File: src/rtl/ser_flag_pkg.sv
// Package: shared constants and types for the serial status flag controller.
// Assumes an 8-bit status register with the flag order decoded by software.
package ser_flag_pkg;
    parameter int STAT_W = 8;
    parameter int ERR_W  = 4;

    // Status bit positions (software decodes these).
    localparam int BIT_TX_EMPTY = 7;
    localparam int BIT_TX_DONE  = 6;
    localparam int BIT_RX_READY = 5;
    localparam int BIT_IDLE     = 4;

    // Register select values on the bus address line.
    localparam logic ADDR_STATUS = 1'b0;
    localparam logic ADDR_DATA   = 1'b1;

    // Kind of frame reported by the transmit path at frame end.
    typedef enum logic [1:0] {
        FK_DATA     = 2'd0,
        FK_PREAMBLE = 2'd1,
        FK_BREAK    = 2'd2,
        FK_RSVD     = 2'd3
    } frame_kind_e;
endpackage

File: src/rtl/ser_bus_seq.sv
// Module: decodes bus accesses and tracks the status-read latch that enables
// flag clearing. Assumes strobes are single-cycle qualified by bus_cs.
module ser_bus_seq
    import ser_flag_pkg::*;
(
    input  logic clk,
    input  logic rst_n,
    input  logic bus_cs,
    input  logic bus_rd,
    input  logic bus_wr,
    input  logic bus_addr,
    output logic clr_tx,
    output logic clr_rx
);
    logic stat_rd;
    logic data_rd;
    logic data_wr;
    logic armed_q;

    // Decode the three access types of interest.
    always_comb begin
        stat_rd = bus_cs && bus_rd && (bus_addr == ADDR_STATUS);
        data_rd = bus_cs && bus_rd && (bus_addr == ADDR_DATA);
        data_wr = bus_cs && bus_wr && (bus_addr == ADDR_DATA);
    end

    // Arm on a status read, disarm on any data access.
    always_ff @(posedge clk) begin
        if (!rst_n) begin
            armed_q <= 1'b0;
        end else if (stat_rd) begin
            armed_q <= 1'b1;
        end else if (data_rd || data_wr) begin
            armed_q <= 1'b0;
        end
    end

    // Direction of the consuming access selects which flags clear.
    always_comb begin
        clr_tx = armed_q && data_wr;
        clr_rx = armed_q && data_rd;
    end
endmodule

File: src/rtl/ser_tx_flags.sv
// Module: transmit-empty and transmit-done flags plus the holding-to-shift
// transfer gate. Assumes tx_frame_done is a one-cycle pulse.
module ser_tx_flags
    import ser_flag_pkg::*;
(
    input  logic       clk,
    input  logic       rst_n,
    input  logic       clr_tx,
    input  logic       xfer_req,
    input  logic       frame_done,
    input  logic [1:0] frame_kind,
    output logic       xfer_grant,
    output logic       tx_empty,
    output logic       tx_done
);
    logic data_frame_end;

    // The transfer may only happen once software has refilled the holder.
    always_comb begin
        xfer_grant     = xfer_req && !tx_empty;
        data_frame_end = frame_done && (frame_kind == FK_DATA);
    end

    // Transmit-empty: set by a granted transfer, cleared by the write sequence.
    always_ff @(posedge clk) begin
        if (!rst_n) begin
            tx_empty <= 1'b1;
        end else if (xfer_grant) begin
            tx_empty <= 1'b1;
        end else if (clr_tx) begin
            tx_empty <= 1'b0;
        end
    end

    // Transmit-done: set by a data frame end only, set wins over clear.
    always_ff @(posedge clk) begin
        if (!rst_n) begin
            tx_done <= 1'b1;
        end else if (data_frame_end) begin
            tx_done <= 1'b1;
        end else if (clr_tx) begin
            tx_done <= 1'b0;
        end
    end
endmodule

File: src/rtl/ser_rx_flags.sv
// Module: receive-ready, idle and captured error flags. Assumes the idle
// detector may pulse repeatedly on a quiet line; only one set per reception.
module ser_rx_flags
    import ser_flag_pkg::*;
#(
    parameter int EW = ERR_W
) (
    input  logic          clk,
    input  logic          rst_n,
    input  logic          clr_rx,
    input  logic          data_move,
    input  logic [EW-1:0] err_in,
    input  logic          idle_det,
    output logic          rx_ready,
    output logic          idle,
    output logic [EW-1:0] err_q
);
    logic idle_ok_q;
    logic idle_set;

    // Idle may fire only after a reception since its last firing.
    always_comb idle_set = idle_det && idle_ok_q;

    // Receive-ready: set on data move, cleared by the read sequence.
    always_ff @(posedge clk) begin
        if (!rst_n) begin
            rx_ready <= 1'b0;
        end else if (data_move) begin
            rx_ready <= 1'b1;
        end else if (clr_rx) begin
            rx_ready <= 1'b0;
        end
    end

    // Re-arm tracker for the idle flag.
    always_ff @(posedge clk) begin
        if (!rst_n) begin
            idle_ok_q <= 1'b0;
        end else if (data_move) begin
            idle_ok_q <= 1'b1;
        end else if (idle_set) begin
            idle_ok_q <= 1'b0;
        end
    end

    // Idle flag: set when permitted, cleared by the read sequence.
    always_ff @(posedge clk) begin
        if (!rst_n) begin
            idle <= 1'b0;
        end else if (idle_set) begin
            idle <= 1'b1;
        end else if (clr_rx) begin
            idle <= 1'b0;
        end
    end

    // Error conditions captured alongside each received byte.
    always_ff @(posedge clk) begin
        if (!rst_n) begin
            err_q <= '0;
        end else if (data_move) begin
            err_q <= err_in;
        end else if (clr_rx) begin
            err_q <= '0;
        end
    end
endmodule

File: src/rtl/ser_irq_merge.sv
// Module: ANDs each flag with its enable and ORs the results into one request.
// Assumes flags and enables share bit ordering.
module ser_irq_merge #(
    parameter int NSRC = 4
) (
    input  logic [NSRC-1:0] flags,
    input  logic [NSRC-1:0] enables,
    output logic            irq
);
    logic [NSRC-1:0] hit;

    // One gated term per source.
    for (genvar i = 0; i < NSRC; i++) begin : g_src
        assign hit[i] = flags[i] & enables[i];
    end

    // Any gated term raises the request.
    always_comb irq = |hit;
endmodule

File: src/rtl/ser_status_ctrl.sv
// Module: top of the serial status flag controller. Assembles the bus
// sequencer, flag banks and interrupt merge. Read data is combinational.
module ser_status_ctrl
    import ser_flag_pkg::*;
#(
    parameter int DATA_W = 8,
    parameter int EW     = ERR_W
) (
    input  logic              clk,
    input  logic              rst_n,
    input  logic              bus_cs,
    input  logic              bus_rd,
    input  logic              bus_wr,
    input  logic              bus_addr,
    output logic [DATA_W-1:0] bus_rdata,
    input  logic [DATA_W-1:0] rx_byte,
    input  logic              tx_xfer_req,
    output logic              tx_xfer_grant,
    input  logic              tx_frame_done,
    input  logic [1:0]        tx_frame_kind,
    input  logic              rx_data_move,
    input  logic [EW-1:0]     rx_err,
    input  logic              rx_idle_det,
    input  logic              en_tx_empty,
    input  logic              en_tx_done,
    input  logic              en_rx_ready,
    input  logic              en_idle,
    output logic              irq
);
    localparam int NSRC = 4;

    logic          clr_tx;
    logic          clr_rx;
    logic          tx_empty;
    logic          tx_done;
    logic          rx_ready;
    logic          idle;
    logic [EW-1:0] err_q;
    logic [STAT_W-1:0] status_w;

    ser_bus_seq u_seq (
        .clk      (clk),
        .rst_n    (rst_n),
        .bus_cs   (bus_cs),
        .bus_rd   (bus_rd),
        .bus_wr   (bus_wr),
        .bus_addr (bus_addr),
        .clr_tx   (clr_tx),
        .clr_rx   (clr_rx)
    );

    ser_tx_flags u_tx (
        .clk        (clk),
        .rst_n      (rst_n),
        .clr_tx     (clr_tx),
        .xfer_req   (tx_xfer_req),
        .frame_done (tx_frame_done),
        .frame_kind (tx_frame_kind),
        .xfer_grant (tx_xfer_grant),
        .tx_empty   (tx_empty),
        .tx_done    (tx_done)
    );

    ser_rx_flags #(.EW(EW)) u_rx (
        .clk       (clk),
        .rst_n     (rst_n),
        .clr_rx    (clr_rx),
        .data_move (rx_data_move),
        .err_in    (rx_err),
        .idle_det  (rx_idle_det),
        .rx_ready  (rx_ready),
        .idle      (idle),
        .err_q     (err_q)
    );

    ser_irq_merge #(.NSRC(NSRC)) u_irq (
        .flags   ({tx_empty, tx_done, rx_ready, idle}),
        .enables ({en_tx_empty, en_tx_done, en_rx_ready, en_idle}),
        .irq     (irq)
    );

    // Assemble the status word in its fixed bit order.
    always_comb begin
        status_w               = '0;
        status_w[BIT_TX_EMPTY] = tx_empty;
        status_w[BIT_TX_DONE]  = tx_done;
        status_w[BIT_RX_READY] = rx_ready;
        status_w[BIT_IDLE]     = idle;
        status_w[EW-1:0]       = err_q;
    end

    // Register select for read data.
    always_comb bus_rdata = (bus_addr == ADDR_DATA) ? rx_byte : status_w;
endmodule

File: config.mk
export PLATFORM = sky130hd
export DESIGN_NAME = ser_status_ctrl
export DESIGN_NICKNAME = d
export VERILOG_FILES = /design/src/rtl/ser_flag_pkg.sv /design/src/rtl/ser_bus_seq.sv /design/src/rtl/ser_tx_flags.sv /design/src/rtl/ser_rx_flags.sv /design/src/rtl/ser_irq_merge.sv /design/src/rtl/ser_status_ctrl.sv
export SDC_FILE = /design/constraint.sdc
export NUM_CORES = 1
export LEC_CHECK = 0
export ABC_AREA = 1
export CAP_MARGIN = 20
export CORE_MARGIN = 3
export CORE_UTILIZATION = 33
export DETAILED_ROUTE_END_ITERATION = 8
export GPL_TIMING_DRIVEN = 0
export MAX_ROUTING_LAYER = met4
export PLACE_DENSITY_LB_ADDON = 0.3
export SETUP_SLACK_MARGIN = 0.05
export SYNTH_ARGS = -nofsm -noshare
export SYNTH_HDL_FRONTEND = slang
export SYNTH_HIERARCHICAL = 1
export SYNTH_SLANG_ARGS = --single-unit
File: constraint.sdc
create_clock -name clk -period 0.99 [get_ports clk]
set_clock_uncertainty 0.15 [all_clocks]
set_input_delay 0.099 -clock clk [delete_from_list [all_inputs] [get_ports clk]]
set_output_delay 0.099 -clock clk [all_outputs]
set_load 0.02 [all_outputs]
==> flow_metrics.env <==
export IMPL_status="finished, violations left"
export IMPL_violations="negative setup slack"
export IMPL_start_util_pct=37.9
export IMPL_ys_seq_area_share_pct=37.7
export IMPL_fp_dieW_um=46.1
export IMPL_ys_ff_latch=10
export IMPL_slew_violations=0
export IMPL_vias_per_cell=4.75
export IMPL_crit_top_cell="nand2_2"
export IMPL_critPathRequiredTime_ns=0.74
export IMPL_synth_area_leaders="dfxtp_1 38%, nand2_1 36%, inv_1 7.8%"
export IMPL_wl_per_cell_um=12.7
export IMPL_port_buffers=37
export IMPL_clockBufferDepth=2
export IMPL_path_cells="buf_4, nand2_2, nand2_2, buf_6"
export IMPL_ir_drop_v=0.000909
export IMPL_synthMuxAreaShare_pct=0
export IMPL_fin_total_pwr_mw=1.07
export IMPL_final_nets=170
export IMPL_p_sw_mw=0.304
export IMPL_dieArea_um2=2120
export IMPL_fmax_ghz=0.813
export IMPL_end_kind="output pin"
export IMPL_clkTransAtPathRegs_ns=0.06
export IMPL_crit_arrival_ns=0.98
export IMPL_synth_top_area_share_pct=37.7
export IMPL_synthToLayoutAreaGrowth_pct=109
export IMPL_synth_compound_area_share_pct=8.25
export IMPL_yosys_area_share_adder_pct=0
export IMPL_grt_antenna_before_repair=0
export IMPL_grt_use_total_pct=18.0
export IMPL_slowest_delay_ns=0.32
export IMPL_reg2reg_slack_ns=-0.06
export IMPL_clock_sinks=10
export IMPL_multiInputGateArea_um2=338
export IMPL_rows=13
export IMPL_maxCapViolations=0
export IMPL_ys_warn_count=6
export IMPL_postPlaceCellArea_um2=920
export IMPL_p_int_mw=0.769
export IMPL_syn_num_nets=118
export IMPL_worstSetupPathType="flop to output pin"
export IMPL_tightest_slew_ns=0.275
export IMPL_diodes=0
export IMPL_setup_violations=14
export IMPL_die_h_um=46.1
export IMPL_insertion_delay_ns=0.26
export IMPL_combPwrFrac_pct=34.5
export IMPL_crit_buf_inv=2
export IMPL_grt_pass1_vias=643
export IMPL_yosys_area_share_simple_pct=43.4
export IMPL_hold_violations=0
export IMPL_cts_root_buf="clkbuf_4"
export IMPL_overflow=0
export IMPL_rsz0062_at_grt="yes"
export IMPL_first_pass_iters=4
export IMPL_synth_top_family_by_area="simple AND/OR/NAND/NOR gates"
export IMPL_htreeDepth=1
export IMPL_cellPowerDensity_nw_per_um2=969
export IMPL_yosysUniqueCellTypes=10
export IMPL_start_kind="flop"
export IMPL_wirelength_um=1970
export IMPL_route_detailed_drc=0
export IMPL_swShare_pct=28.3
export IMPL_synthCells=90
export IMPL_final_setup_tns_ns=-1.40
export IMPL_p_leak_nw=0.540
export IMPL_stdcell_area_um2=1110
export IMPL_p_seq_share_pct=40.7
export IMPL_drt_initial_drc_count=11
export IMPL_regArea_um2=214
export IMPL_synth_area_um2=531
export IMPL_crit_fanout=2
export IMPL_layout_common_cells="43 x nand2_1, 22 x clkdlybuf4s50_1, 12 x buf_6"
export IMPL_cp_slowest_cell="dfxtp_2"
export IMPL_core_area_um2=1400
export IMPL_yosys_area_top_type="dfxtp_1"
export IMPL_drtAntennaViolNets=0
export IMPL_synth_xor_area_share_pct=0
export IMPL_fillers=98
export IMPL_hpwl_um=1190
export IMPL_hp_class="primary input to flop"
export IMPL_io_pins=38
export IMPL_crit_family="flip-flops"
export IMPL_period_needed_ns=1.23
export IMPL_syn_area_per_cell_um2=5.89
export IMPL_fin_ws_ns=-0.240
export IMPL_final_common_cell="nand2_1"
export IMPL_cts_tree="yes"
export IMPL_grt_pass1_wl_um=2620
export IMPL_slew_headroom_pct=81.7
export IMPL_vias=736
export IMPL_drive_above_1_share_pct=43.6
export IMPL_gp_congestion=0.770
export IMPL_finalCritPeriodShare_pct=124
export IMPL_cts_made_buffers=3
export IMPL_clkPwrFrac_pct=24.8
export IMPL_grt_max_degree=9
-- layer usage --
| metal | up-vias | part of all wire (%) | track usage, % |
|---|---|---|---|
| met1 | 344 | 40 | 18.0 |
| met3 | 2 | 6.3 | 7.81 |
| met2 | 19 | 53 | 31.3 |
| met5 | - | 0 | - |
| li1 | 371 | - | - |
| met4 | 0 | 0.51 | 5.11 |
-- logic make-up after synthesis --
group,Yosys count
buffers and inverters,13
AND/OR/NAND/NOR,59
flip-flops,10
AO/OA/AOI/OAI,8
-- registers in the layout, summed over array words and instances (netlist names) --
| name | flops |
|---|---|
| u_tx/tx_done | 1 |
| u_seq/armed_q | 1 |
| u_rx/rx_ready | 1 |
| u_rx/idle | 1 |
| u_rx/idle_ok_q | 1 |
| u_tx/tx_empty | 1 |
| u_rx/err_q | 4 |
-- area by class of cell --
class	instances	area share [%]
repair buffers	47	41.1
multi-input cells	67	30.5
flip-flops and latches	10	19.3
inverters	12	4.29
clock buffers	3	2.03
well taps	15	1.69
plain buffers	1	1.02
-- power groups by stage --
| stage | Combinational [mW] | Sequential [mW] | Clock (mW) |
|---|---|---|---|
| 3_3_place_gp | 0.296 | 0.443 | 0 |
| 2_1_floorplan | 0.120 | 0.441 | 0 |
| 6_report | 0.370 | 0.437 | 0.266 |
| 5_1_grt | 0.394 | 0.439 | 0.305 |
| 4_1_cts | 0.325 | 0.438 | 0.273 |
| 3_5_place_dp | 0.300 | 0.443 | 0 |
-- through the flow --
stage / hold WS, ns / cells / util (%) / setup WS (ns)
final: 0.186 / 155 / 79.2 / -0.240
after global routing: 0.182 / 155 / 79.2 / -0.280
after CTS: 0.135 / 150 / 72.7 / -0.196
after detailed placement: 0.304 / 142 / 65.7 / -0.831
after global placement: 0.293 / 142 / 65.7 / -0.816
after floorplan: 0.0337 / 90 / - / 0.0787
-- what timing repair did --
| item | 4_1_cts | 5_1_grt |
|---|---|---|
| pin swaps | 7 | 10 |
| endpoints found under the setup margin | 18 | 18 |
| setup buffers | 4 | 6 |
| gates cloned | 1 | 0 |
| hold buffers | 0 | 0 |
| gates resized for setup | 82 | 22 |
-- worst reg2reg max path, delay by kind of cell (launching register included) --
family                 cells  cell delay [ns]
AOI/OAI and AO/OA          1             0.11
buffers and inverters      1             0.09
DFF                        1             0.32
and+or+nand+nor            3             0.31
-- path summary, 6_finish.rpt --
path                               startpoint             to  depth (start not counted)
worst max register to register  u_seq/armed_q  u_rx/err_q[0]                          5
worst min-delay path                   bus_rd  u_seq/armed_q                          4
worst min register to register  u_rx/err_q[2]  u_rx/err_q[2]                          2
worst max-delay path            u_rx/rx_ready   bus_rdata[5]                          4
-- cell usage after synthesis (all sizes together) --
cell   count
dfxtp     10
nand2     51
a21oi      8
inv       12
buf        1
nor2       5
nand3      3
Note: power is estimated with default switching activity, not from simulation.
